--- config.mk ---
export PLATFORM = sky130hd
export DESIGN_NAME = exc_select
export DESIGN_NICKNAME = d
export VERILOG_FILES = /design/src/rtl/exc_select.sv
export SDC_FILE = /design/constraint.sdc
export NUM_CORES = 1
export LEC_CHECK = 0
export ABC_AREA = 1
export BUFFER_PORTS_ARGS = -buffer_cell sky130_fd_sc_hd__buf_4
export CORE_ASPECT_RATIO = 2
export CORE_MARGIN = 3
export CORE_UTILIZATION = 40
export CTS_BUF_LIST = sky130_fd_sc_hd__clkbuf_8
export DETAILED_ROUTE_END_ITERATION = 10
export PLACE_DENSITY = 0.68
export SLEW_MARGIN = 20
export SYNTH_ARGS = -nofsm -noshare
export SYNTH_HDL_FRONTEND = slang
export SYNTH_SLANG_ARGS = --single-unit
--- constraint.sdc ---
create_clock -name clk -period 1.94 [get_ports clk]
set_input_delay 0.388 -clock clk [delete_from_list [all_inputs] [get_ports clk]]
set_output_delay 0.388 -clock clk [all_outputs]
set_load 0.1 [all_outputs]
--- src/rtl/exc_select.sv ---
module exc_select #(
  parameter int DEC_W = 32,
  parameter int VEC_W = 16
) (
  input  logic             clk,
  input  logic             rst_n,
  input  logic             ins_valid,
  input  logic             ins_illegal,
  input  logic             ins_priv,
  input  logic             ins_sprmove,
  input  logic             ins_spr_bad,
  input  logic             ins_spr_top,
  input  logic             ins_trap_hit,
  input  logic             ins_fp,
  input  logic             ins_sc,
  input  logic             ins_branch,
  input  logic             st_pr,
  input  logic             st_fp,
  input  logic             st_ee,
  input  logic             st_se,
  input  logic             st_be,
  input  logic             itlb_miss,
  input  logic             dtlb_miss,
  input  logic             dec_tick,
  input  logic             dec_wr,
  input  logic [DEC_W-1:0] dec_wdata,
  output logic [DEC_W-1:0] dec_value,
  output logic             take,
  output logic [VEC_W-1:0] vector,
  output logic [1:0]       prog_kind
);
  localparam int MSB = DEC_W - 1;
  localparam logic [VEC_W-1:0] V_PROG = VEC_W'(16'h0700);
  localparam logic [VEC_W-1:0] V_FPU  = VEC_W'(16'h0800);
  localparam logic [VEC_W-1:0] V_DEC  = VEC_W'(16'h0900);
  localparam logic [VEC_W-1:0] V_SC   = VEC_W'(16'h0C00);
  localparam logic [VEC_W-1:0] V_TRC  = VEC_W'(16'h0D00);
  localparam logic [VEC_W-1:0] V_IMIS = VEC_W'(16'h1000);
  localparam logic [VEC_W-1:0] V_DMIS = VEC_W'(16'h1100);

  logic [DEC_W-1:0] dec_q, dec_d;
  logic pend_q, dec_sel;

  assign dec_d = dec_wr ? dec_wdata : (dec_tick ? dec_q - DEC_W'(1) : dec_q);
  assign dec_value = dec_q;

  wire c_ill  = ins_valid & ins_illegal;
  wire c_priv = ins_valid & st_pr & (ins_priv | (ins_sprmove & ins_spr_bad & ins_spr_top));
  wire c_trap = ins_valid & ins_trap_hit;
  wire c_prog = c_ill | c_priv | c_trap;
  wire c_fpu  = ins_valid & ins_fp & ~st_fp;
  wire c_sc   = ins_valid & ins_sc;
  wire c_trc  = ins_valid & (st_se | (ins_branch & st_be));
  wire c_dec  = pend_q & st_ee;

  always_comb begin
    take      = 1'b1;
    vector    = '0;
    prog_kind = 2'd0;
    dec_sel   = 1'b0;
    if (itlb_miss)      vector = V_IMIS;
    else if (c_prog) begin
      vector    = V_PROG;
      prog_kind = c_ill ? 2'd1 : (c_priv ? 2'd2 : 2'd3);
    end
    else if (c_fpu)     vector = V_FPU;
    else if (c_sc)      vector = V_SC;
    else if (dtlb_miss) vector = V_DMIS;
    else if (c_trc)     vector = V_TRC;
    else if (c_dec) begin
      vector  = V_DEC;
      dec_sel = 1'b1;
    end
    else                take = 1'b0;
  end

  always_ff @(posedge clk) begin
    if (!rst_n) begin
      dec_q  <= '0;
      pend_q <= 1'b0;
    end else begin
      dec_q <= dec_d;
      if (dec_d[MSB] & ~dec_q[MSB]) pend_q <= 1'b1;
      else if (dec_sel)             pend_q <= 1'b0;
    end
  end

  p_dec_load_r9: assert property (@(posedge clk) disable iff (!rst_n)
    dec_wr |=> dec_value == $past(dec_wdata));
  p_dec_tick_r9: assert property (@(posedge clk) disable iff (!rst_n)
    (!dec_wr && dec_tick) |=> dec_value == $past(dec_value) - DEC_W'(1));
  p_dec_hold_r9: assert property (@(posedge clk) disable iff (!rst_n)
    (!dec_wr && !dec_tick) |=> $stable(dec_value));
  p_dec_ee_r10: assert property (@(posedge clk) disable iff (!rst_n)
    (take && vector == V_DEC) |-> st_ee);
  p_pend_hold_r10: assert property (@(posedge clk) disable iff (!rst_n)
    (pend_q && !(take && vector == V_DEC)) |=> pend_q);
  p_imiss_top_r2: assert property (@(posedge clk) disable iff (!rst_n)
    itlb_miss |-> (take && vector == V_IMIS));
  p_kind_prog_r3: assert property (@(posedge clk) disable iff (!rst_n)
    (prog_kind != 2'd0) |-> (take && vector == V_PROG));
  p_no_assist_r11: assert property (@(posedge clk) disable iff (!rst_n)
    vector != VEC_W'(16'h0E00));
  p_idle_zero_r11: assert property (@(posedge clk) disable iff (!rst_n)
    !take |-> (vector == '0 && prog_kind == 2'd0));
endmodule

==> summary.txt, run 1 <==
Synthesis
  • Warnings, synthesis: 0
  • Syn Inst Count: 428
  • Count of cell types in the netlist: 30
  • Netlist Area Pre-Place: 2618 µm²
  • Synth async-reset ratio: 0
  • Ys flop type: dfxtp_1
  • Syn_area_per_cell: 6.116 µm²
  • Sequential fraction of the synthesis area: 0.2524
  • FF+latch count, synth: 33
  • Number of flops mapped to enable cells by yosys: 0

Place
  • DP Cell Count: 600
  • HPWL after detailed placement: 6500 µm
  • IO buf count: 92
  • Placer Congestion: 0.9145

Finish
  • Area Overhead vs Synth: 34.80%
  • Final Non-Filler Cells: 608
  • Inserted Diodes: 0
  • # fillers: 667
  • Fin util: 0.5592
  • Nets: 575
  • Fraction of layout cells with a size suffix above 1: 0.2835

Setup path
  • Crit path DAT: 1.47 ns
  • Nature of the critical path startpoint: input pin
  • Critical Path Fanout Max: 7
  • Worst-case reg-to-reg path depth: 8
  • RR Endpoint: dec_value[28]$_SDFFE_PN0P_
  • Reg2reg setup slack: 0.38 ns
  • Required time worst endpoint: 1.55 ns
  • Crit. End Element: primary output
  • Worst r2r src: dec_value[8]$_SDFFE_PN0P_
  • Crit Path Class: in2out

Power
  • Pleak: 1.730 nW
  • Int Power: 1.302 mW
  • Clk pwr share: 0.191
  • Sequential Power Share: 0.311
  • Sw Share: 0.4950
  • Comb power frac: 0.498
  • Power per Cell Area: 730.6 nW/µm²
  • Net switching power: 1.276 mW
  • VDD IR max: 0.0004117 V
  • Total power: 2.578 mW

Clocking
  • Cts repair resizes: 0
  • Worst skew pair latency: 0.30 ns
  • Clock Sinks: 33
  • CTS tree: built
  • Post-CTS setup buffer count: 0
  • H-tree depth: 2
  • Hold-fix buffers, CTS: 0
  • Max Root-Sink Buffers: 2
  • Num CTS Buffers: 5
  • Clk root buf: clkbuf_8
  • Register clock-pin slew on the reported worst setup and hold paths: 0.07 ns

Detailed routing
  • Wl on met1: 2974 µm
  • Vias: 3048
  • Average via count per standard cell: 5.013
  • DRC: 0
  • WL final: 8027 µm
  • Post-route antenna net violation count: 0
  • DR top layer: met4
  • Wire per inst: 13.20 µm
  • WL met2: 4506 µm
  • DRT iter0 DRCs: 147
  • DR pass1 iterations: 4
  • Metal3 WL: 301 µm

Timing
  • Final TNS setup: 0 ns
  • Tmin final: 1.859 ns
  • Final Cycle Share: 0.9584
  • Slew Limit Fails: 0
  • Setup Viol. Count Final: 0
  • Final Hold Fails: 0
  • Clock Skew: 0.005270 ns
  • FMAX: 0.5378 GHz

Status
  • Outcome: complete, no violations

Global route
  • Antenna violations before repair: 0
  • Largest net degree at the start of global routing: 38
  • Grt ovf: 0
  • Vias in the first global route: 2837
  • First-pass GRT wire length: 12990 µm
  • Tot GR Track Use: 0.2135

Floorplan
  • Core Area: 6310 µm²
  • Die area: 7609 µm²
  • Boundary Pins: 104
  • Horiz. Die Dim: 63.20 µm
  • FP Rows: 41
  • Starting Density: 0.4148
  • Die Y: 120.4 µm

Run
  • Max_cap viols: 0

Worst hold path
  • Hold Crit Start: rst_n
  • WHS Endpoint: dec_value[11]$_SDFFE_PN0P_
  • Hold depth: 3
  • Worst hold path class: in2reg
[sequential cells by signal, indices dropped and copies added (netlist names)]
| register | count |
|---|---|
| dec_value | 32 |
| pend_q | 1 |
[synth_stat cells (2+ instances only)]
library cell | instances | area [µm²]
buf_4 | 13 | 97.59
nand4_1 | 11 | 68.82
o21bai_2 | 2 | 22.52
xor2_1 | 2 | 17.52
nor3_1 | 3 | 15.01
nor2_4 | 5 | 56.30
buf_2 | 3 | 15.01
clkbuf_1 | 6 | 22.52
inv_1 | 51 | 191.4
nor2_2 | 13 | 81.33
a22oi_1 | 21 | 157.7
o21ai_1 | 8 | 40.04
dfxtp_1 | 33 | 660.6
xnor2_1 | 2 | 17.52
nor2_1 | 55 | 206.5
a31oi_1 | 7 | 43.79
nand2_1 | 98 | 367.9
o21ai_0 | 10 | 50.05
nand3_1 | 37 | 185.2
nand2_4 | 2 | 22.52
o21bai_1 | 4 | 30.03
a21oi_1 | 27 | 135.1
nand2_2 | 8 | 50.05
[cell families (layout without fill, tap and decap cells)]
logic type      Yosys count  in the layout  synth area share
flops                    33             33            0.2524
other cells               1             11          0.001433
simple gates            234            234            0.4125
compound gates           81             81            0.1893
fa+ha+maj                 1              1          0.004779
xor+xnor                  4              4           0.01339
buf+inv                  74            158            0.1262
[cell usage in the layout, fill, tap and decap left out, types with 15 or more instances in the layout]
| master | count |
|---|---|
| a22oi_1 | 21 |
| dfxtp_1 | 31 |
| nor2_1 | 52 |
| nand2_1 | 96 |
| inv_1 | 53 |
| a21oi_1 | 26 |
| nand3_1 | 36 |
| buf_4 | 96 |
| nor2_2 | 15 |
[final cells by class]
| class | count | area (µm²) | share of cell area |
|---|---|---|---|
| inverters | 52 | 198.9 | 0.05638 |
| well taps | 86 | 107.6 | 0.03050 |
| multi-input cells | 331 | 1728 | 0.4897 |
| clock inverters | 3 | 11.26 | 0.003191 |
| clock buffers | 5 | 68.82 | 0.01950 |
| repair buffers | 98 | 750.7 | 0.2128 |
| flip-flops and latches | 33 | 663.1 | 0.1879 |
[power by group through the flow]
| stage | clock (mW) | sequential [mW] | combinational (mW) |
|---|---|---|---|
| 6_report | 0.491 | 0.802 | 1.28 |
| 3_3_place_gp | 0 | 0.816 | 1.27 |
| 3_5_place_dp | 0 | 0.816 | 1.28 |
| 5_1_grt | 0.537 | 0.812 | 1.37 |
| 2_1_floorplan | 0 | 1.12 | 0.687 |
| 4_1_cts | 0.505 | 0.802 | 1.28 |
[metal layers]
layer / global-route usage / vias to the layer above
li1: - / 1572
met1: 0.2159 / 1387
met2: 0.4169 / 76
met3: 0.03067 / 13
met4: 0.09743 / 0
met5: 0 / -
[worst max path at each step]
stage                      from    endpoint  slack [ns]  cells after the start
finish                ins_valid  vector[11]        0.08                      7
global route          ins_valid  vector[12]       -0.02                      9
CTS                   ins_valid  vector[11]        0.04                      7
detailed placement    ins_valid  vector[11]        0.04                      7
global placement    ins_spr_top  vector[12]        0.07                      8
floorplan           ins_spr_top  vector[12]       -0.41                      6
[worst max-delay path, stage by stage]
cell	delay, ns
buf_4	0.13
nand2_1	0.06
nor2_1	0.13
a21oi_1	0.07
or2_2	0.31
a21oi_4	0.17
buf_8	0.21
[per-stage QoR]
| step | setup WS [ns] | hold WS, ns | area, µm² |
|---|---|---|---|
| 2_1_floorplan | -0.4145 | 0.4856 | 2718 |
| 3_3_place_gp | 0.06797 | 0.5333 | 3426 |
| 3_5_place_dp | 0.03689 | 0.5419 | 3426 |
| 4_1_cts | 0.03504 | 0.3046 | 3506 |
| 5_1_grt | -0.02160 | 0.3060 | 3528 |
| 6_report | 0.08061 | 0.3110 | 3528 |
No activity file was read; power rests on OpenSTA's default activity.
==> run 2, diff against run 1 <==
Settings changed: CTS_BUF_LIST sky130_fd_sc_hd__clkbuf_8 to sky130_fd_sc_hd__clkbuf_16, HOLD_SLACK_MARGIN from default to 0.15.
==> run 2 against run 1 <==
Fmax barely moved. Non-clock buffer count did not move. Via count up 0.43%. Flip-flop and latch count did not move. Routed wire length up 0.75%. Count of clock-buffer cells in the layout did not move. Die area unchanged. Final cell count unchanged. Register-to-register slack about the same. Clock skew decreased by 0.0013 ns.
==> summary.txt, run 2 (synthesis results as in run 1) <==
Global route
  • Vias in the first global route: 2862 (+0.88%)
  • Largest net degree at the start of global routing: 38 (unchanged)
  • GR peak layer: met2
  • Tot GR Track Use: 0.2126 (-0.0009233)
  • Grt ovf: 0 (unchanged)
  • Met2 usage: 0.4189 (+0.001985)
  • Antenna violations before repair: 0 (unchanged)
  • First-pass GRT wire length: 13020 µm (+0.22%)
  • Met3 usage: 0.02881 (-0.001859)
  • Met1 Resource Use GR: 0.2149 (-0.001036)

Finish
  • Final Non-Filler Cells: 608 (unchanged)
  • Area Overhead vs Synth: 36.95%
  • Most frequent cells in the layout: nand2_1, buf_4, inv_1
  • Nets: 575 (unchanged)
  • Fraction of layout cells with a size suffix above 1: 0.2835 (unchanged)
  • Inserted Diodes: 0 (unchanged)
  • Max reg flops: 32 (unchanged)
  • Fin util: 0.5681 (+0.008923)

Place
  • IO buf count: 92 (unchanged)
  • Post-Place Setup Slack: 0.03689 ns (unchanged)
  • DP Cell Count: 600 (unchanged)
  • Placer Congestion: 0.9145 (unchanged)
  • HPWL after detailed placement: 6500 µm (unchanged)

Worst hold path
  • Worst hold path class: in2reg

Timing
  • Final setup margin: 0.08119 ns (+0.0005809 ns)
  • Final Cycle Share: 0.9582 (about the same)
  • Slew Limit Fails: 0 (unchanged)
  • Clock Skew: 0.003966 ns (-0.001304 ns)
  • Setup Viol. Count Final: 0 (unchanged)
  • Tmin final: 1.859 ns (-0.0005809 ns)
  • Final Hold Fails: 0 (unchanged)
  • FMAX: 0.5380 GHz (about the same)

Detailed routing
  • Average via count per standard cell: 5.035 (+0.43%)
  • Wire per inst: 13.30 µm (+0.75%)
  • Vias: 3061 (+0.43%)
  • DRT iter0 DRCs: 129 (-12%)
  • DRC: 0 (unchanged)
  • DR pass1 iterations: 5 (+1)
  • Post-route antenna net violation count: 0 (unchanged)
  • WL final: 8087 µm (+0.75%)

Floorplan
  • Core Area: 6310 µm² (unchanged)
  • Horiz. Die Dim: 63.20 µm (unchanged)
  • Die area: 7609 µm² (unchanged)
  • Starting Density: 0.4148 (unchanged)
  • Die Y: 120.4 µm (unchanged)
  • Boundary Pins: 104 (unchanged)
  • FP Rows: 41 (unchanged)

Setup path
  • Worst-case reg-to-reg path depth: 8 (unchanged)
  • Crit path DAT: 1.47 ns (about the same)
  • Cell family with most CP delay: simple AND/OR/NAND/NOR gates
  • Critical-path cell list: buf_4 -> nand2_1 -> nor2_1 -> a21oi_1 -> or2_2 -> a21oi_4 -> buf_8
  • WP buf/inv: 2 (unchanged)
  • Slowest cell on crit path: or2_2
  • Worst setup path end: vector[11]
  • Reg2reg setup slack: 0.37 ns (about the same)
  • CP peak stage delay: 0.31 ns (about the same)
  • Crit Path Class: in2out
  • WP depth: 7 (unchanged)
  • Required time worst endpoint: 1.55 ns (about the same)
  • RR Endpoint: dec_value[28]$_SDFFE_PN0P_
  • Crit path launch: ins_valid
  • Crit. End Element: primary output
  • Critical Path Fanout Max: 7 (unchanged)
  • Worst r2r src: dec_value[8]$_SDFFE_PN0P_
  • Nature of the critical path startpoint: input pin

Power
  • Total power: 2.837 mW (+10%)
  • Power per Cell Area: 791.3 nW/µm² (+8.3%)
  • Pleak: 1.755 nW (+1.5%)
  • VDD IR max: 0.0005505 V (+34%)

Clocking
  • Worst skew pair latency: 0.29 ns (about the same)
  • Max Root-Sink Buffers: 2 (unchanged)
  • Clk root buf: clkbuf_16
  • CTS tree: built
  • Register clock-pin slew on the reported worst setup and hold paths: 0.05 ns (-0.02 ns)
  • Clock Sinks: 33 (unchanged)
  • H-tree depth: 2 (unchanged)
  • Num CTS Buffers: 5 (unchanged)
  • Post-CTS setup buffer count: 0 (unchanged)

Status
  • Outcome: complete, no violations

Run
  • Max_cap viols: 0 (unchanged)
==> run 2: repair_timing <==
action / in CTS / in global routing
hold buffers: 0 / 0
setup endpoints to repair: 0 / 4
resized for setup: 0 / 6
==> run 2: layout make-up <==
type | count | area [µm²]
Clock buffer | 5 | 125.1
Clock inverter | 3 | 11.26
Fill cell | 660 | 2725
Inverter | 52 | 198.9
Multi-Input combinational cell | 331 | 1728
Sequential cell | 33 | 663.1
Tap cell | 86 | 107.6
Timing Repair Buffer | 98 | 750.7
==> run 2: through the flow <==
step / TNS (ns) / hold slack [ns] / area (µm²)
finish: 0 / 0.3243 / 3585
global route: -0.02160 / 0.3286 / 3585
CTS: 0 / 0.3237 / 3562
detailed placement: 0 / 0.5419 / 3426
global placement: 0 / 0.5333 / 3426
floorplan: -0.6808 / 0.4856 / 2718
==> run 2: routing by layer <==
layer | routed length (µm) | share of wire
met5 | 0 | 0
met4 | 235 | 0.029
met3 | 324 | 0.040
met2 | 4532 | 0.56
met1 | 2995 | 0.37
==> run 2: worst min-delay path by stage <==
stage                         startpoint                         end  slack (ns)  cells after the start
2_1_floorplan                      rst_n  dec_value[11]$_SDFFE_PN0P_        0.49                      2
3_3_place_gp   dec_value[3]$_SDFFE_PN0P_   dec_value[3]$_SDFFE_PN0P_        0.53                      2
3_5_place_dp         pend_q$_SDFFE_PN0P_         pend_q$_SDFFE_PN0P_        0.54                      3
4_1_cts                            rst_n  dec_value[11]$_SDFFE_PN0P_        0.32                      3
5_1_grt                            rst_n  dec_value[11]$_SDFFE_PN0P_        0.33                      3
6_report                           rst_n  dec_value[11]$_SDFFE_PN0P_        0.32                      3
==> run 2: worst reg2reg max path, cell delays in order (launching register included) <==
cell and delay, ns:
dfxtp_1 0.38, nor2_1 0.17, nand2_1 0.12, inv_1 0.17, nand2_1 0.07, nor2_1 0.24
nand3_1 0.13, nand3_1 0.11, a21oi_1 0.06
==> run 2: where the power goes <==
| group | leakage [nW] | internal [mW] | switching, mW | total [mW] |
|---|---|---|---|---|
| Clock | 0.0776 | 0.461 | 0.285 | 0.746 |
| Sequential | 0.273 | 0.727 | 0.0762 | 0.803 |
| Combinational | 1.40 | 0.337 | 0.950 | 1.29 |
| Total | 1.76 | 1.52 | 1.31 | 2.84 |
